**src/rtl/hb_pkg.sv**
```systemverilog
package hb_pkg;
    // command held by one bridge leg
    typedef enum logic [1:0] {
        LEG_OFF = 2'b00,
        LEG_HI  = 2'b01,
        LEG_LO  = 2'b10
    } leg_cmd_e;

    localparam int unsigned N_LEGS = 2;
endpackage

```
**src/rtl/hb_sync.sv**
```systemverilog
module hb_sync #(
    parameter int unsigned W       = 1,
    parameter logic [W-1:0] RST_VAL = '0
) (
    input  logic         clk,
    input  logic         rst_n,
    input  logic [W-1:0] async_i,
    output logic [W-1:0] sync_o
);
    typedef struct packed {
        logic [W-1:0] st1;
        logic [W-1:0] st2;
    } sync_t;

    sync_t s_d, s_q;

    always_comb begin
        s_d.st1 = async_i;
        s_d.st2 = s_q.st1;
    end

    always_ff @(posedge clk or negedge rst_n) begin
        if (!rst_n) begin
            s_q <= '{st1: RST_VAL, st2: RST_VAL};
        end else begin
            s_q <= s_d;
        end
    end

    assign sync_o = s_q.st2;
endmodule

```
**src/rtl/hb_fault.sv**
```systemverilog
module hb_fault (
    input  logic clk,
    input  logic rst_n,
    input  logic en_s_i,
    input  logic dis_hi_s_i,
    input  logic dis_lo_s_i,
    input  logic short_req_i,
    input  logic ot_req_i,
    input  logic ot_cool_i,
    output logic sc_lat_o,
    output logic ot_lat_o
);
    typedef struct packed {
        logic hi_prev;
        logic lo_prev;
        logic sc;
        logic ot;
    } flt_t;

    flt_t f_d, f_q;
    logic release_edge;

    always_comb begin
        f_d = f_q;
        // release happens when a disable is withdrawn
        release_edge = (f_q.hi_prev & ~dis_hi_s_i) | (~f_q.lo_prev & dis_lo_s_i);
        f_d.hi_prev  = dis_hi_s_i;
        f_d.lo_prev  = dis_lo_s_i;

        if (en_s_i && short_req_i) begin
            f_d.sc = 1'b1;
        end else if (release_edge) begin
            f_d.sc = 1'b0;
        end

        if (en_s_i && ot_req_i) begin
            f_d.ot = 1'b1;
        end else if (release_edge && ot_cool_i) begin
            f_d.ot = 1'b0;
        end
    end

    always_ff @(posedge clk or negedge rst_n) begin
        if (!rst_n) begin
            f_q <= '{hi_prev: 1'b0, lo_prev: 1'b1, sc: 1'b0, ot: 1'b0};
        end else begin
            f_q <= f_d;
        end
    end

    assign sc_lat_o = f_q.sc;
    assign ot_lat_o = f_q.ot;
endmodule

```
**src/rtl/hb_leg.sv**
```systemverilog
module hb_leg
    import hb_pkg::*;
#(
    parameter int unsigned DEAD_CYC = 4
) (
    input  logic     clk,
    input  logic     rst_n,
    input  leg_cmd_e want_i,
    output logic     hs_on_o,
    output logic     ls_on_o
);
    localparam int unsigned CW = $clog2(DEAD_CYC + 1);

    typedef struct packed {
        leg_cmd_e      cmd;
        logic [CW-1:0] cnt;
    } leg_t;

    leg_t l_d, l_q;

    always_comb begin
        l_d = l_q;
        if (l_q.cmd != LEG_OFF) begin
            // any change leaves through the off state with a fresh gap
            if (want_i != l_q.cmd) begin
                l_d.cmd = LEG_OFF;
                l_d.cnt = CW'(DEAD_CYC);
            end
        end else if (l_q.cnt != '0) begin
            l_d.cnt = l_q.cnt - 1'b1;
        end else begin
            l_d.cmd = want_i;
        end
    end

    always_ff @(posedge clk or negedge rst_n) begin
        if (!rst_n) begin
            l_q <= '{cmd: LEG_OFF, cnt: '0};
        end else begin
            l_q <= l_d;
        end
    end

    assign hs_on_o = (l_q.cmd == LEG_HI);
    assign ls_on_o = (l_q.cmd == LEG_LO);
endmodule

```
**src/rtl/hbridge_ctl.sv**
```systemverilog
module hbridge_ctl
    import hb_pkg::*;
#(
    parameter int unsigned WAKE_CYC = 100000,
    parameter int unsigned DEAD_CYC = 4
) (
    input  logic       clk,
    input  logic       rst_n,
    input  logic       en_i,
    input  logic       dir_a_i,
    input  logic       dir_b_i,
    input  logic       dis_hi_i,
    input  logic       dis_lo_n_i,
    input  logic       uv_i,
    input  logic       short_req_i,
    input  logic       ot_req_i,
    input  logic       ot_cool_i,
    output logic [1:0] hs_on_o,
    output logic [1:0] ls_on_o,
    output logic [1:0] hiz_o,
    output logic       fault_n_o
);
    localparam int unsigned WAKE_W = $clog2(WAKE_CYC + 1);

    typedef struct packed {
        logic [WAKE_W-1:0] wake;
        logic              fault_n;
    } ctl_t;

    ctl_t c_d, c_q;

    logic [2:0]        slow_s;
    logic              en_s, dis_lo_s, dis_hi_s;
    logic              sc_lat, ot_lat;
    logic              awake, dis_act, lat_any, block;
    logic [N_LEGS-1:0] dir;
    leg_cmd_e          want [N_LEGS];

    // bit 2 enable, bit 1 active-low disable, bit 0 active-high disable
    hb_sync #(.W(3), .RST_VAL(3'b010)) u_sync (
        .clk     (clk),
        .rst_n   (rst_n),
        .async_i ({en_i, dis_lo_n_i, dis_hi_i}),
        .sync_o  (slow_s)
    );
    assign en_s     = slow_s[2];
    assign dis_lo_s = slow_s[1];
    assign dis_hi_s = slow_s[0];

    hb_fault u_fault (
        .clk         (clk),
        .rst_n       (rst_n),
        .en_s_i      (en_s),
        .dis_hi_s_i  (dis_hi_s),
        .dis_lo_s_i  (dis_lo_s),
        .short_req_i (short_req_i),
        .ot_req_i    (ot_req_i),
        .ot_cool_i   (ot_cool_i),
        .sc_lat_o    (sc_lat),
        .ot_lat_o    (ot_lat)
    );

    assign dir = {dir_b_i, dir_a_i};

    always_comb begin
        c_d     = c_q;
        awake   = en_s && (c_q.wake == WAKE_W'(WAKE_CYC));
        dis_act = dis_hi_s | ~dis_lo_s;
        lat_any = sc_lat | ot_lat;
        // a fresh protection request blanks the bridge before it latches
        block   = ~awake | dis_act | uv_i | lat_any | short_req_i | ot_req_i;

        if (!en_s) begin
            c_d.wake = '0;
        end else if (!awake) begin
            c_d.wake = c_q.wake + 1'b1;
        end

        c_d.fault_n = en_s ? ~(dis_act | uv_i | lat_any) : 1'b1;

        for (int k = 0; k < N_LEGS; k++) begin
            if (block) begin
                want[k] = LEG_OFF;
            end else begin
                want[k] = dir[k] ? LEG_HI : LEG_LO;
            end
        end
    end

    always_ff @(posedge clk or negedge rst_n) begin
        if (!rst_n) begin
            c_q <= '{wake: '0, fault_n: 1'b1};
        end else begin
            c_q <= c_d;
        end
    end

    for (genvar g = 0; g < N_LEGS; g++) begin : g_leg
        hb_leg #(.DEAD_CYC(DEAD_CYC)) u_leg (
            .clk     (clk),
            .rst_n   (rst_n),
            .want_i  (want[g]),
            .hs_on_o (hs_on_o[g]),
            .ls_on_o (ls_on_o[g])
        );
        assign hiz_o[g] = ~(hs_on_o[g] | ls_on_o[g]);
    end

    assign fault_n_o = c_q.fault_n;
endmodule

```
**config.mk**
```make
export PLATFORM = sky130hd
export DESIGN_NAME = hbridge_ctl
export DESIGN_NICKNAME = d
export VERILOG_FILES = /design/src/rtl/hb_pkg.sv /design/src/rtl/hb_sync.sv /design/src/rtl/hb_fault.sv /design/src/rtl/hb_leg.sv /design/src/rtl/hbridge_ctl.sv
export SDC_FILE = /design/constraint.sdc
export NUM_CORES = 1
export LEC_CHECK = 0
export ABC_CLOCK_PERIOD_IN_PS = 2600
export CAP_MARGIN = 20
export CORE_MARGIN = 2
export CORE_UTILIZATION = 40
export CTS_BUF_LIST = sky130_fd_sc_hd__clkbuf_8
export CTS_CLUSTER_SIZE = 28
export DETAILED_ROUTE_END_ITERATION = 6
export DONT_BUFFER_PORTS = 1
export GPL_TIMING_DRIVEN = 0
export PLACE_DENSITY_LB_ADDON = 0.08
export SLEW_MARGIN = 20
export SYNTH_ARGS = -nofsm -noshare
export SYNTH_HDL_FRONTEND = slang
export SYNTH_SLANG_ARGS = --single-unit
export TNS_END_PERCENT = 100
```
**constraint.sdc**
```tcl
create_clock -name clk -period 2.6 [get_ports clk]
set_input_delay 0.52 -clock clk [delete_from_list [all_inputs] [get_ports clk]]
set_output_delay 0.52 -clock clk [all_outputs]
set_load 0.005 [all_outputs]
```
==> flow_summary.ini <==
[run_status]
run_status = complete, no violations

[layout]
fillers = 515
antenna_cells = 0
nNetsFinal = 230
drive_gt1_share_pct = 14.4
syn2layout_area_growth_pct = 9.91
post-route-util_pct = 44.9
stdcell_count = 278
finalInstanceArea_mm2 = 0.00225
final_cell_mix = dfrtp_1 (34), inv_1 (21), nor2_1 (21)
layout_commonest_cell = dfrtp_1

[route]
wl_per_cell_um = 12.9
post-route-drc-count = 0
num_vias = 1406
drtIter0Drc = 61
routed_via_density = 5.06
first_pass_iters = 5
ant_nets = 0
wirelength_mm = 3.60

[die]
io_pins = 18
fp.dieH_um = 75.5
core-area_mm2 = 0.00501
initial_utilization_pct = 40.8
dieArea_mm2 = 0.00570
die_w_um = 75.5
std_cell_rows = 26

[clock_network]
clockRootBuffer = clkbuf_8
post_cts_resized = 0
clock_latency_ns = 0.28
cts_buffers = 5
cts_tree = done
clk_pin_slew_ns = 0.07
clock_sinks = 38
clock_path_buffers = 2
htree_levels = 2

[timing]
fin_tns_setup_ns = 0
hold_viol = 0
fmax_ghz = 0.485
holdWs_ns = 0.0624
layout_min_cycle_time_ns = 2.06
fin_ws_ns = 0.538
clock-skew-final_ns = 0.00273
setup_viol = 0
slew_violations = 0
rsz0062_at_grt = false
period_share_pct = 79.3
tightest_slew_ns = 0.513
slew_headroom_pct = 65.5

[global_routing]
grt_pass1_vias = 1358
antenna_found_initial = 0
grt_overflow = 0
grt_pass1_wl_mm = 5.86
grt_max_degree = 35
grt_use_total_pct = 13.7

[worst_hold_path]
hold_class = in2async

[synth]
synth_top_area_share_pct = 41.6
synth_top_cells_by_area = dfrtp_1 (42%), ha_1 (7.3%), dfstp_2 (5.1%)
synth_cells = 199
yosysWarnings = 0
synth.avg_cell_area_um2 = 10.3
synth_largest_area_cell = dfrtp_1
synth_area_mm2 = 0.00204
synth.ff_latch_count = 38
seq_area_frac_synth_pct = 46.8
syn_nets = 222
synth_edf_count = 0
ys_types = 41
synth-async-reset-ratio_pct = 100
synth_ff_type = dfrtp_1

[placed_design]
dp.final_hpwl_mm = 2.62
port_buffers = 0
placed_area_mm2 = 0.00213
dpl_worst_slack_ns = 0.532
placed_cells = 269
gp_congestion = 0.808

[worst_setup_path]
cp-start-kind = flop
critPathMaxFanout = 6
end_kind = flop
worstSetupPathType = reg2reg
critPathMaxStageDelay_ns = 0.54
crit_chain = nor3b_1 > nand4_4 > nor2_4 > mux2i_1 > a41oi_1
critPathArrivalTime_ns = 2.21
cp_top_family = simple AND/OR/NAND/NOR gates
worst_ep_required_time_ns = 2.75
slowest_stage = dfstp_2
path_buf_inv = 0

[power]
irDropWorstVdd_uv = 271
pwr_density_cell_mw_per_mm2 = 480
power_leakage_nw = 0.988
p_total_mw = 1.08

[run]
max_cap_violations = 0
## final timing paths
path / start / endpoint / slack [ns] / depth (start not counted)
worst max-delay path: u_sync.sync_o[1] / g_leg[0].u_leg.l_q[0] / 0.54 / 5
worst min-delay path: rst_n / u_sync.sync_o[2] / 0.06 / 1
worst max register to register: u_sync.sync_o[1] / g_leg[0].u_leg.l_q[0] / 0.54 / 5
worst min register to register: u_sync.s_d[0] / u_sync.sync_o[0] / 0.36 / 0
max in group asynchronous: rst_n / g_leg[0].u_leg.l_q[2] / 2.36 / 1
min in group clk: dis_lo_n_i / u_sync.s_d[1] / 0.23 / 0
## flip-flops by register name, summed over array words and instances, names as in the netlist
signal / flops
u_fault.f_q: 2
fault_n_o: 1
u_sync.sync_o: 3
g_leg.u_leg.l_q: 10
u_fault.ot_lat_o: 1
u_fault.sc_lat_o: 1
c_q: 17
u_sync.s_d: 3
## per-layer routing
layer	vias up	part of all wire [%]	wire, um	global-route usage [%]
li1	692	-	-	-
met1	684	44	1570	16.6
met2	26	50	1800	23.3
met3	4	5.0	181	3.97
met4	0	1.1	41	4.68
met5	-	0	0	0
## synth_stat cells (2+ instances only)
cell	count
nor4_1	2
xnor2_1	7
nand4_4	2
buf_4	4
dfstp_2	4
and3_1	4
nor3b_1	2
xor2_1	7
nand3_1	7
nor3_1	5
o21ai_0	7
nand2_1	20
o211ai_1	2
dfrtp_1	34
ha_1	12
a21o_1	3
a21oi_1	6
nor4_2	3
nor3b_2	2
nor4b_4	2
nand4_1	3
inv_1	21
nor2_1	21
mux2i_1	2
## area by class of cell
| class | instances | area [um2] | share of cell area, % |
|---|---|---|---|
| Timing Repair Buffer | 1 | 20.0 | 0.891 |
| Buffer | 5 | 33.8 | 1.50 |
| Tap cell | 70 | 87.6 | 3.90 |
| Clock buffer | 6 | 82.6 | 3.67 |
| Clock inverter | 2 | 12.5 | 0.557 |
| Multi-Input combinational cell | 135 | 976 | 43.4 |
| Inverter | 21 | 78.8 | 3.51 |
| Sequential cell | 38 | 956 | 42.5 |
## worst reg2reg max path: stages, from the launching register on
cell	delay [ns]
dfstp_2	0.54
nor3b_1	0.45
nand4_4	0.23
nor2_4	0.22
mux2i_1	0.33
a41oi_1	0.16
## report_power, final
| group | switching, mW | total [mW] | internal, mW | leakage, nW |
|---|---|---|---|---|
| Sequential | 0.0140 | 0.622 | 0.608 | 0.498 |
| Combinational | 0.0254 | 0.0400 | 0.0146 | 0.443 |
| Clock | 0.205 | 0.418 | 0.213 | 0.0472 |
| Total | 0.244 | 1.08 | 0.836 | 0.988 |
## logic make-up after synthesis
| kind of cell | count (synthesis) | share of synthesized area (%) |
|---|---|---|
| and+or+nand+nor | 79 | 24.0 |
| DFF | 38 | 46.8 |
| AOI/OAI and AO/OA | 28 | 9.42 |
| buffers and inverters | 26 | 5.51 |
| xor gates and xnor gates | 14 | 6.00 |
| adders and majority gates | 12 | 7.34 |
| muxes | 2 | 0.979 |
## what timing repair did
item                                   in CTS  in global routing
setup buffers                               0                  0
endpoints found under the hold margin      34                  0
hold buffers                                1                  0
Power figures use the tool's default switching activity.
